===== config.mk =====
export PLATFORM = sky130hd
export DESIGN_NAME = spi_hold_ctrl
export DESIGN_NICKNAME = d
export VERILOG_FILES = /design/src/rtl/spi_hold_pkg.sv /design/src/rtl/spi_hold_sync.sv /design/src/rtl/spi_hold_gate.sv /design/src/rtl/spi_hold_pos.sv /design/src/rtl/spi_hold_ctrl.sv
export SDC_FILE = /design/constraint.sdc
export NUM_CORES = 1
export LEC_CHECK = 0
export ABC_AREA = 1
export BUFFER_PORTS_ARGS = -buffer_cell sky130_fd_sc_hd__buf_2
export CAP_MARGIN = 40
export CORE_AREA = 4 4 41 43
export CTS_CLUSTER_DIAMETER = 60
export DETAILED_ROUTE_END_ITERATION = 10
export DIE_AREA = 0 0 45 47
export GPL_TIMING_DRIVEN = 0
export HOLD_SLACK_MARGIN = 0.06
export RECOVER_POWER = 100
export SETUP_SLACK_MARGIN = 0.5
export SYNTH_ARGS = -nofsm -noshare
export SYNTH_HDL_FRONTEND = slang
export SYNTH_SLANG_ARGS = --single-unit

===== constraint.sdc =====
create_clock -name clk -period 1.1 [get_ports clk]
set_input_delay 0.22 -clock clk [delete_from_list [all_inputs] [get_ports clk]]
set_output_delay 0.22 -clock clk [all_outputs]
set_load 0.02 [all_outputs]

===== src/rtl/spi_hold_pkg.sv =====
package spi_hold_pkg;
   typedef struct packed {
      logic cs_n;
      logic hold_n;
      logic sck;
   } pin_bus_t;

   localparam int PIN_W = $bits(pin_bus_t);
   localparam pin_bus_t PIN_IDLE = '{cs_n: 1'b1, hold_n: 1'b1, sck: 1'b0};
endpackage


===== src/rtl/spi_hold_sync.sv =====
module spi_hold_sync #(
   parameter int               WIDTH  = 3,
   parameter int               STAGES = 2,
   parameter logic [WIDTH-1:0] IDLE   = '0
) (
   input  logic             clk,
   input  logic             rst_n,
   input  logic [WIDTH-1:0] d_i,
   output logic [WIDTH-1:0] q_o
);
   generate
      if (STAGES < 2) begin : g_bad_stages
         $error("spi_hold_sync needs at least two stages");
      end
   endgenerate

   logic [WIDTH-1:0] chain_q [STAGES];

   generate
      for (genvar g = 0; g < STAGES; g++) begin : g_stage
         always_ff @(posedge clk or negedge rst_n) begin
            if (!rst_n)
               chain_q[g] <= IDLE;
            else if (g == 0)
               chain_q[g] <= d_i;
            else
               chain_q[g] <= chain_q[(g == 0) ? 0 : g-1];
         end
      end
   endgenerate

   assign q_o = chain_q[STAGES-1];
endmodule


===== src/rtl/spi_hold_gate.sv =====
module spi_hold_gate
   import spi_hold_pkg::*;
#(
   parameter bit REG_STROBES = 1'b0
) (
   input  logic     clk,
   input  logic     rst_n,
   input  pin_bus_t pins_i,
   output logic     hold_o,
   output logic     so_oe_o,
   output logic     rise_o,
   output logic     fall_o
);
   logic hold_q;
   logic sck_d;
   logic rise_raw, fall_raw;

   // Hold only moves while SCK is low; chip select high wins.
   always_ff @(posedge clk or negedge rst_n) begin
      if (!rst_n)           hold_q <= 1'b0;
      else if (pins_i.cs_n) hold_q <= 1'b0;
      else if (!pins_i.sck) hold_q <= !pins_i.hold_n;
   end

   always_ff @(posedge clk or negedge rst_n) begin
      if (!rst_n) sck_d <= 1'b0;
      else        sck_d <= pins_i.sck;
   end

   assign rise_raw = pins_i.sck & ~sck_d & ~pins_i.cs_n & ~hold_q;
   assign fall_raw = ~pins_i.sck & sck_d & ~pins_i.cs_n & ~hold_q;

   generate
      if (REG_STROBES) begin : g_reg
         logic rise_q, fall_q;
         always_ff @(posedge clk or negedge rst_n) begin
            if (!rst_n) begin
               rise_q <= 1'b0;
               fall_q <= 1'b0;
            end else begin
               rise_q <= rise_raw;
               fall_q <= fall_raw;
            end
         end
         assign rise_o = rise_q;
         assign fall_o = fall_q;
      end else begin : g_comb
         assign rise_o = rise_raw;
         assign fall_o = fall_raw;
      end
   endgenerate

   assign hold_o  = hold_q;
   assign so_oe_o = ~pins_i.cs_n & ~hold_q;

   // the flag changes only in a cycle that followed SCK low or deselect
   assert_hold_moves_on_low_R4: assert property (@(posedge clk) disable iff (!rst_n)
      !$stable(hold_q) |-> ($past(!pins_i.sck) || $past(pins_i.cs_n)));
   assert_deselect_clears_R7: assert property (@(posedge clk) disable iff (!rst_n)
      pins_i.cs_n |=> !hold_q);
   assert_strobes_exclusive_R9: assert property (@(posedge clk) disable iff (!rst_n)
      !(rise_o && fall_o));
endmodule


===== src/rtl/spi_hold_pos.sv =====
module spi_hold_pos #(
   parameter int POS_W = 3
) (
   input  logic             clk,
   input  logic             rst_n,
   input  logic             clear_i,
   input  logic             step_i,
   output logic [POS_W-1:0] pos_o
);
   generate
      if (POS_W < 1) begin : g_bad_width
         $error("spi_hold_pos needs POS_W of at least one");
      end
   endgenerate

   logic [POS_W-1:0] pos_q;

   always_ff @(posedge clk or negedge rst_n) begin
      if (!rst_n)       pos_q <= '0;
      else if (clear_i) pos_q <= '0;
      else if (step_i)  pos_q <= pos_q + 1'b1;
   end

   assign pos_o = pos_q;

   assert_pos_single_step_R8: assert property (@(posedge clk) disable iff (!rst_n)
      !clear_i |=> (pos_q == $past(pos_q)) || (pos_q == POS_W'($past(pos_q) + 1'b1)));
endmodule


===== src/rtl/spi_hold_ctrl.sv =====
module spi_hold_ctrl
   import spi_hold_pkg::*;
#(
   parameter int SYNC_STAGES = 2,
   parameter int POS_W       = 3,
   parameter bit REG_STROBES = 1'b0
) (
   input  logic             clk,
   input  logic             rst_n,
   input  logic             hold_n_i,
   input  logic             sck_i,
   input  logic             cs_n_i,
   output logic             hold_o,
   output logic             so_oe_o,
   output logic             sck_rise_o,
   output logic             sck_fall_o,
   output logic [POS_W-1:0] bit_pos_o
);
   pin_bus_t raw_pins, sync_pins;

   assign raw_pins = '{cs_n: cs_n_i, hold_n: hold_n_i, sck: sck_i};

   spi_hold_sync #(
      .WIDTH  (PIN_W),
      .STAGES (SYNC_STAGES),
      .IDLE   (PIN_IDLE)
   ) u_sync (
      .clk   (clk),
      .rst_n (rst_n),
      .d_i   (raw_pins),
      .q_o   (sync_pins)
   );

   spi_hold_gate #(
      .REG_STROBES (REG_STROBES)
   ) u_gate (
      .clk     (clk),
      .rst_n   (rst_n),
      .pins_i  (sync_pins),
      .hold_o  (hold_o),
      .so_oe_o (so_oe_o),
      .rise_o  (sck_rise_o),
      .fall_o  (sck_fall_o)
   );

   spi_hold_pos #(
      .POS_W (POS_W)
   ) u_pos (
      .clk     (clk),
      .rst_n   (rst_n),
      .clear_i (sync_pins.cs_n),
      .step_i  (sck_rise_o),
      .pos_o   (bit_pos_o)
   );

   // a held, selected cycle leaves the bit position untouched
   assert_freeze_pos_R6: assert property (@(posedge clk) disable iff (!rst_n)
      (hold_o && !sync_pins.cs_n) |=> $stable(bit_pos_o));
   // output enable never coexists with hold
   assert_oe_off_in_hold_R10: assert property (@(posedge clk) disable iff (!rst_n)
      hold_o |-> !so_oe_o);
endmodule


; Word-level counts from Yosys, hierarchy flattened
; Index checks and enable logic that the tools add are counted.
; W data, S select, Z words.
[word_totals]
mem_count = 0
mem_bits_rw = 0
latch_bits = 0
ff_bits = 11
in_bits = 5
mem_bits_ro = 0
elab_cells = 24
out_inout_bits = 7
[op_classes]
addsub = 1
reduce_logical = 2
mul = 0
shift = 0
bitwise_logic = 11
order_cmp = 0
div = 0
muxes = 4
eq_ne = 1
[ops]
columns = operator, count
row1 = $and A1 B1 Y1, 7
row2 = $mux W3, 2
row3 = $not A1 Y1, 4
row4 = $add A3 B1 Y3 const B, 1
row5 = $mux W1, 2
row6 = $ne A2 B1 Y1 const B, 1
row7 = $reduce_bool A2 Y1, 1
row8 = $logic_not A1 Y1, 1

; Logic depth before layout (Yosys ltp)
; Gate-level depths: netlist of run 1.
[logic_depth]
word_depth = 6
depth_mapped = 6

; Cells and area by module
; Synthesis of run 1 repeated with hierarchy kept, for this count alone.
[unflattened]
hier_cells = 41
area_unflattened_um2 = 424.2
[by_module_without_submodules]
columns = module, instances, area_per_inst_um2, cells_each
row1 = spi_hold_sync, 1, 177.7, 9
row2 = spi_hold_pos, 1, 142.6, 17
row3 = spi_hold_gate, 1, 103.8, 15

; Worst setup path after synthesis of run 1
; OpenSTA, ideal clock, no wires.
[synth_path]
kind = register -> output
startpoint = reg u_gate.hold_q (netlist: u_gate.hold_o)
endpoint = out sck_fall_o
t_arrival_ns = 1.081
path_stages_with_launch = 4
path_slack_ns = -0.201
path_buffers = 0
cell_sequence = dfrtp_1 inv_1 nand2_2 nor3_1
[synth_via]
elab_chain_cells = 2
[synth_lines]
columns = item, line_no
row1 = "start, declared", spi_hold_gate.sv:14  ; logic hold_q;
row2 = "start signal, assigned", spi_hold_gate.sv:22  ; else if (!pins_i.sck) hold_q <= !pins_i.hold_n;
row3 = $not A1 Y1, spi_hold_gate.sv:31  ; assign fall_raw = ~pins_i.sck & sck_d & ~pins_i.cs_n & ~hold_q;
row4 = $and A1 B1 Y1, spi_hold_gate.sv:31
row5 = "end, declared", spi_hold_ctrl.sv:16  ; output logic sck_fall_o,
; No other way between the ends.

; Worst setup path in the final report of run 1
[layout_path]
startpoint = reg u_sync.chain_q (netlist bit u_sync.q_o[2])
endpoint = out sck_fall_o
[layout_via]
elab_chain_cells = 3
[layout_lines]
columns = item, line_no
row1 = "start, declared", spi_hold_sync.sv:17  ; logic [WIDTH-1:0] chain_q [STAGES];
row2 = "start signal, assigned by index", spi_hold_sync.sv:25  ; chain_q[g] <= d_i;
row3 = "start signal, assigned by index", spi_hold_sync.sv:27  ; chain_q[g] <= chain_q[(g == 0) ? 0 : g-1];
row4 = $not A1 Y1, spi_hold_gate.sv:31
row5 = $and A1 B1 Y1 (2 in a row), spi_hold_gate.sv:31
; No other way between the ends.

==> results of run 1 <==
-- report_power, final --
part	total, mW	switching, mW	internal [mW]
Sequential	0.446	0.0150	0.431
Clock	0.265	0.125	0.140
Combinational	0.142	0.0709	0.0708
Total	0.853	0.211	0.642
-- layout by cell type, fill, tap and decap left out --
cell type	count
buf_6	13
nand3_2	5
nand2_1	5
dfrtp_2	5
buf_4	4
dfstp_2	4
nor2_4	3
nor2_1	3
clkbuf_4	3
buf_2	3
inv_2	2
nand2_2	2
inv_1	2
clkbuf_1	2
dfrtp_1	2
inv_4	1
nand2_4	1
nor3_4	1
a21oi_1	1
ha_2	1
-- sequential cells by signal, indices dropped and copies added, names as in the netlist --
| register | cells |
|---|---|
| u_gate.hold_o | 1 |
| u_gate.sck_d | 1 |
| u_pos.pos_o | 3 |
| u_sync.chain_q | 3 |
| u_sync.q_o | 3 |
-- through the flow --
step           setup TNS [ns]  hold slack [ns]
2_1_floorplan               0          -0.0756
3_3_place_gp          -0.0882           0.0948
3_5_place_dp          -0.0944           0.0964
4_1_cts                -0.783           -0.198
5_1_grt                -0.924          -0.0559
6_report               -0.704          -0.0794
-- kinds of logic (layout without fill, tap and decap cells) --
logic type | after synthesis | after routing
compound gates | 1 | 1
buf+inv | 5 | 30
simple gates | 20 | 20
fa+ha+maj | 1 | 1
flops | 11 | 11
-- cells in the mapped netlist --
library cell / n
nor3_1: 1
nand2_1: 6
nand3_1: 4
inv_2: 1
nand2_2: 2
nor2_4: 1
ha_1: 1
a21oi_1: 1
dfstp_2: 4
inv_1: 4
nor2_1: 5
nand3_2: 1
dfrtp_1: 7
-- layer usage --
layer | global-route usage (%) | vias up | routed length [microns]
met1 | 11.7 | 156 | 330
met2 | 13.0 | 11 | 428
met5 | 0 | - | 0
met3 | 3.45 | 2 | 61
li1 | - | 167 | -
met4 | 10.5 | 0 | 10
-- area by class of cell --
| type | instances | area, sq um | area share, % |
|---|---|---|---|
| Timing Repair Buffer | 21 | 195 | 27.0 |
| Multi-Input combinational cell | 22 | 174 | 24.1 |
| Clock buffer | 4 | 26.3 | 3.64 |
| Inverter | 5 | 21.3 | 2.95 |
| Sequential cell | 11 | 287 | 39.7 |
| Tap cell | 15 | 18.8 | 2.60 |
-- path summary, 6_finish.rpt --
kind,startpoint,to,slack (ns),depth (start not counted)
setup / recovery,u_sync.q_o[2],sck_fall_o,-0.22,4
hold / removal,rst_n,u_sync.chain_q[3],-0.08,1
setup reg to reg,u_sync.q_o[2],u_pos.pos_o[0],0.03,5
hold reg to reg,u_sync.chain_q[3],u_sync.q_o[0],0.35,0
max in group asynchronous,rst_n,u_gate.hold_o,0.78,1
min in group clk,cs_n_i,u_sync.chain_q[5],0.05,1
-- critical path, stage by stage (launching register included) --
cell and delay, ns:
dfstp_2 0.56, inv_4 0.04, nand2_4 0.07, nor3_4 0.04
buf_6 0.13
-- timing repair --
| action | in CTS | in global routing |
|---|---|---|
| buffers inserted | 7 | 3 |
| pin swaps | 4 | 2 |
| hold endpoints to repair | 14 | 12 |
| gates resized for setup | 20 | 8 |
| cloned | 0 | 0 |
| endpoints found under the setup margin | 12 | 12 |
==> results.sh, run 1 <==
export IMPL_layout_setup_ws_ns=-0.225
export IMPL_post_route_period_util_pct=120
export IMPL_required_ns=0.88
export IMPL_yosys_top_cells_area="dfrtp_1, dfstp_2, nand2_1"
export IMPL_fin_cells=78
export IMPL_synth_xor_area_share_pct=0
export IMPL_synthAdderAreaFrac_pct=3.00
export IMPL_status="finished, violations left"
export IMPL_insertedDiodeCount=0
export IMPL_grt_pass1_wl_mm=1.35
export IMPL_final_max_slew_viol_count=0
export IMPL_nNetsFinal=70
export IMPL_io_pins=12
export IMPL_rsz0062_at_grt="true"
export IMPL_gp_congestion=0.666
export IMPL_cts_root_buf="clkbuf_4"
export IMPL_die_x_microns=45
export IMPL_synth_nets=44
export IMPL_initial_core_util_pct=32.0
export IMPL_ys_ff_latch=11
export IMPL_worst_setup_path_type="flip-flop to output pin"
export IMPL_hold_violations=7
export IMPL_n_fill_cell=118
export IMPL_dp_cells=64
export IMPL_ys_seq_area_share_pct=67.3
export IMPL_port_buffers=11
export IMPL_row_count=13
export IMPL_fin_area_sq_um=722
export IMPL_drtPass1Iterations=4
export IMPL_grt_pass1_vias=326
export IMPL_postSynthCellCount=38
export IMPL_antenna_found_initial=0
export IMPL_synthesis_area_sq_um=417
export IMPL_drive_gt1_share_pct=76.2
export IMPL_post_dp_cell_area_sq_um=529
export IMPL_cap_violations=0
export IMPL_wl_per_cell_microns=10.7
export IMPL_tightest_slew_ns=0.570
export IMPL_cts_tree="built"
export IMPL_synthMuxAreaShare_pct=0
export IMPL_min_period_ns=1.32
export IMPL_synth_largest_area_cell="dfrtp_1"
export IMPL_drtIter0Drc=2
export IMPL_synth_avg_cell_area_sq_um=11.0
export IMPL_final_antenna_net_count=0
export IMPL_maxSlewHeadroom_pct=62.0
export IMPL_p_per_area_nw_per_um2=1180
export IMPL_clock_skew_ns=0.000320
export IMPL_clk_pin_slew_ns=0.06
export IMPL_violations="hold timing, setup timing"
export IMPL_synth_top_family_by_area="simple AND/OR/NAND/NOR gates"
export IMPL_synth_compound_area_share_pct=1.20
export IMPL_grtUsageTotal_pct=9.80
export IMPL_cts_buffers_inserted=3
export IMPL_clock_path_buffers=2
export IMPL_vias=336
export IMPL_yosys_cell_types_count=13
export IMPL_worstPathArrival_ns=1.10
export IMPL_fmax_ghz=0.755
export IMPL_clock_sinks=11
export IMPL_dieArea_sq_um=2120
export IMPL_endpoint_kind="output pin"
export IMPL_drc=0
export IMPL_dp_final_hpwl_microns=518
export IMPL_gr_total_overflow=0
export IMPL_hp_class="input pin to asynchronous set/reset pin"
export IMPL_netlist_area_leader_share_pct=42.0
export IMPL_hold_worst_slack_ns=-0.0794
export IMPL_power_leakage_nw=0.339
export IMPL_wirelength_microns=831
export IMPL_core_sq_um=1300
export IMPL_worstSetupStartpointType="flip-flop"
export IMPL_setup_viol=4
export IMPL_place_ws_ns=-0.0486
export IMPL_total_power_mw=0.853
export IMPL_final_util_pct=55.5
export IMPL_clkLatencyLatePin_ns=0.26
export IMPL_viasPerCell=4.31
export IMPL_ys_warn_count=0
export IMPL_crit_path_max_fanout=2
export IMPL_htreeDepth=1
export IMPL_yosys_area_share_simple_pct=24.0
export IMPL_dieHeight_microns=47
export IMPL_peakVddDrop_uv=680
export IMPL_syn_to_final_growth_pct=73.3
export IMPL_grt_max_degree=12
Power figures use the tool's default switching activity.
==> inputs of run 2 (changes only) <==
- CORE_AREA: 4 4 41 43 -> 2 2 39 41
- CTS_CLUSTER_DIAMETER: 60 -> unset
- DIE_AREA: 0 0 45 47 -> 0 0 41 43
==> run 2 against run 1 <==
Effect of this change:
- the run still ends with hold timing, setup timing left
- critical path depth is the same
- wire length is 6.5% lower
- sequential power hardly changed
- via count decreased by 0.89%
- largest power group unchanged
- cell count down 2.6%
- critical path type unchanged
==> results.sh, run 2 (synthesis gave the netlist of run 1 again) <==
export IMPL_pwr_share_clk_pct=31.3
export IMPL_die_x_microns=41
export IMPL_dp_cells=65
export IMPL_grt_pass1_wl_mm=1.33
export IMPL_drtPass1Iterations=3
export IMPL_p_per_area_nw_per_um2=1260
export IMPL_port_buffers=11
export IMPL_setup_viol=6
export IMPL_min_period_ns=1.32
export IMPL_fmax_ghz=0.758
export IMPL_wl_per_cell_microns=10.2
export IMPL_dieArea_sq_um=1760
export IMPL_cap_violations=0
export IMPL_p_switching_mw=0.198
export IMPL_worstSetupStartpointType="flip-flop"
export IMPL_clkLatencyLatePin_ns=0.26
export IMPL_n_fill_cell=126
export IMPL_gp_congestion=0.662
export IMPL_fin_cells=76
export IMPL_layout_common_cells="buf_4, nand2_1, buf_6"
export IMPL_tightest_slew_ns=0.556
export IMPL_fin_area_sq_um=657
export IMPL_tns_ns=-0.717
export IMPL_final_max_slew_viol_count=0
export IMPL_clock_path_buffers=2
export IMPL_hold_violations=7
export IMPL_io_pins=12
export IMPL_vias=333
export IMPL_final_common_cell="buf_4"
export IMPL_clock_skew_ns=0.00254
export IMPL_row_count=14
export IMPL_htreeDepth=1
export IMPL_status="finished, violations left"
export IMPL_cts_buffers_inserted=3
export IMPL_final_antenna_net_count=0
export IMPL_hp_class="input pin to asynchronous set/reset pin"
export IMPL_viasPerCell=4.38
export IMPL_switching_share_pct=24.0
export IMPL_cts_tree="built"
export IMPL_maxSlewHeadroom_pct=62.9
export IMPL_core_sq_um=1380
export IMPL_dp_final_hpwl_microns=520
export IMPL_hold_worst_slack_ns=-0.0808
export IMPL_clock_sinks=11
export IMPL_clk_pin_slew_ns=0.07
export IMPL_post_route_period_util_pct=120
export IMPL_layout_setup_ws_ns=-0.219
export IMPL_syn_to_final_growth_pct=57.7
export IMPL_rsz0062_at_grt="true"
export IMPL_p_int_mw=0.628
export IMPL_post_dp_cell_area_sq_um=531
export IMPL_initial_core_util_pct=30.1
export IMPL_grt_pass1_vias=318
export IMPL_nNetsFinal=67
export IMPL_final_util_pct=47.5
export IMPL_worstPathArrival_ns=1.10
export IMPL_worst_setup_path_type="flip-flop to output pin"
export IMPL_gr_total_overflow=0
export IMPL_p_comb_share_pct=14.7
export IMPL_insertedDiodeCount=0
export IMPL_seqPwrFrac_pct=54.0
export IMPL_drc=0
export IMPL_grt_max_degree=12
export IMPL_cts_root_buf="clkbuf_4"
export IMPL_peakVddDrop_uv=793
export IMPL_violations="hold timing, setup timing"
export IMPL_required_ns=0.88
export IMPL_endpoint_kind="output pin"
export IMPL_reg2reg_depth=6
export IMPL_antenna_found_initial=0
export IMPL_total_power_mw=0.826
export IMPL_drive_gt1_share_pct=70.0
export IMPL_wirelength_microns=777
export IMPL_drtIter0Drc=1
export IMPL_grtUsageTotal_pct=11.5
export IMPL_crit_path_max_fanout=2
export IMPL_dieHeight_microns=43
export IMPL_power_leakage_nw=0.316
export IMPL_place_ws_ns=-0.0520
## run 2: metal layers
layer  vias up  GRT usage, %  routed length (microns)
met1       164          14.9                      316
met3         2          1.57                       20
li1        161             -                        -
met5         -             0                        0
met4         0          6.00                        6
met2         6          17.8                      433
## run 2: worst paths after layout
check / from / end / slack, ns
max: u_sync.q_o[2] / sck_rise_o / -0.22
min: rst_n / u_pos.pos_o[2] / -0.08
max reg2reg: u_gate.hold_o / u_pos.pos_o[0] / -0.02
min reg2reg: u_sync.chain_q[3] / u_sync.q_o[0] / 0.35
max in group asynchronous: rst_n / u_gate.hold_o / 0.78
min in group clk: cs_n_i / u_sync.chain_q[5] / 0.06
## run 2: worst max-delay path: stages (launching register included)
cell and delay, ns:
dfstp_2 0.56, inv_4 0.04, nand2_4 0.07, nor2_4 0.05, buf_6 0.12
## run 2: cell type report
class	count	area (sq um)	share of cell area, %
clock buffer	4	26.3	4.00
inverter	5	21.3	3.24
multi-input combinational	22	159	24.2
sequential	11	287	43.6
tap	16	20.0	3.05
timing repair buffer	18	144	21.9
## run 2: power by group through the flow
| stage | combinational (mW) | clock (mW) | sequential, mW |
|---|---|---|---|
| detailed placement | 0.0825 | 0 | 0.456 |
| global route | 0.134 | 0.288 | 0.447 |
| finish | 0.121 | 0.259 | 0.446 |
| global placement | 0.0804 | 0 | 0.455 |
| CTS | 0.125 | 0.277 | 0.447 |
| floorplan | 0.0436 | 0 | 0.461 |
## run 2: what timing repair did
action                     CTS  global route
buffers inserted             7             0
setup endpoints to repair   12            12
pin swaps                    4             0
gates resized for setup     20             0
hold endpoints to repair    10            10
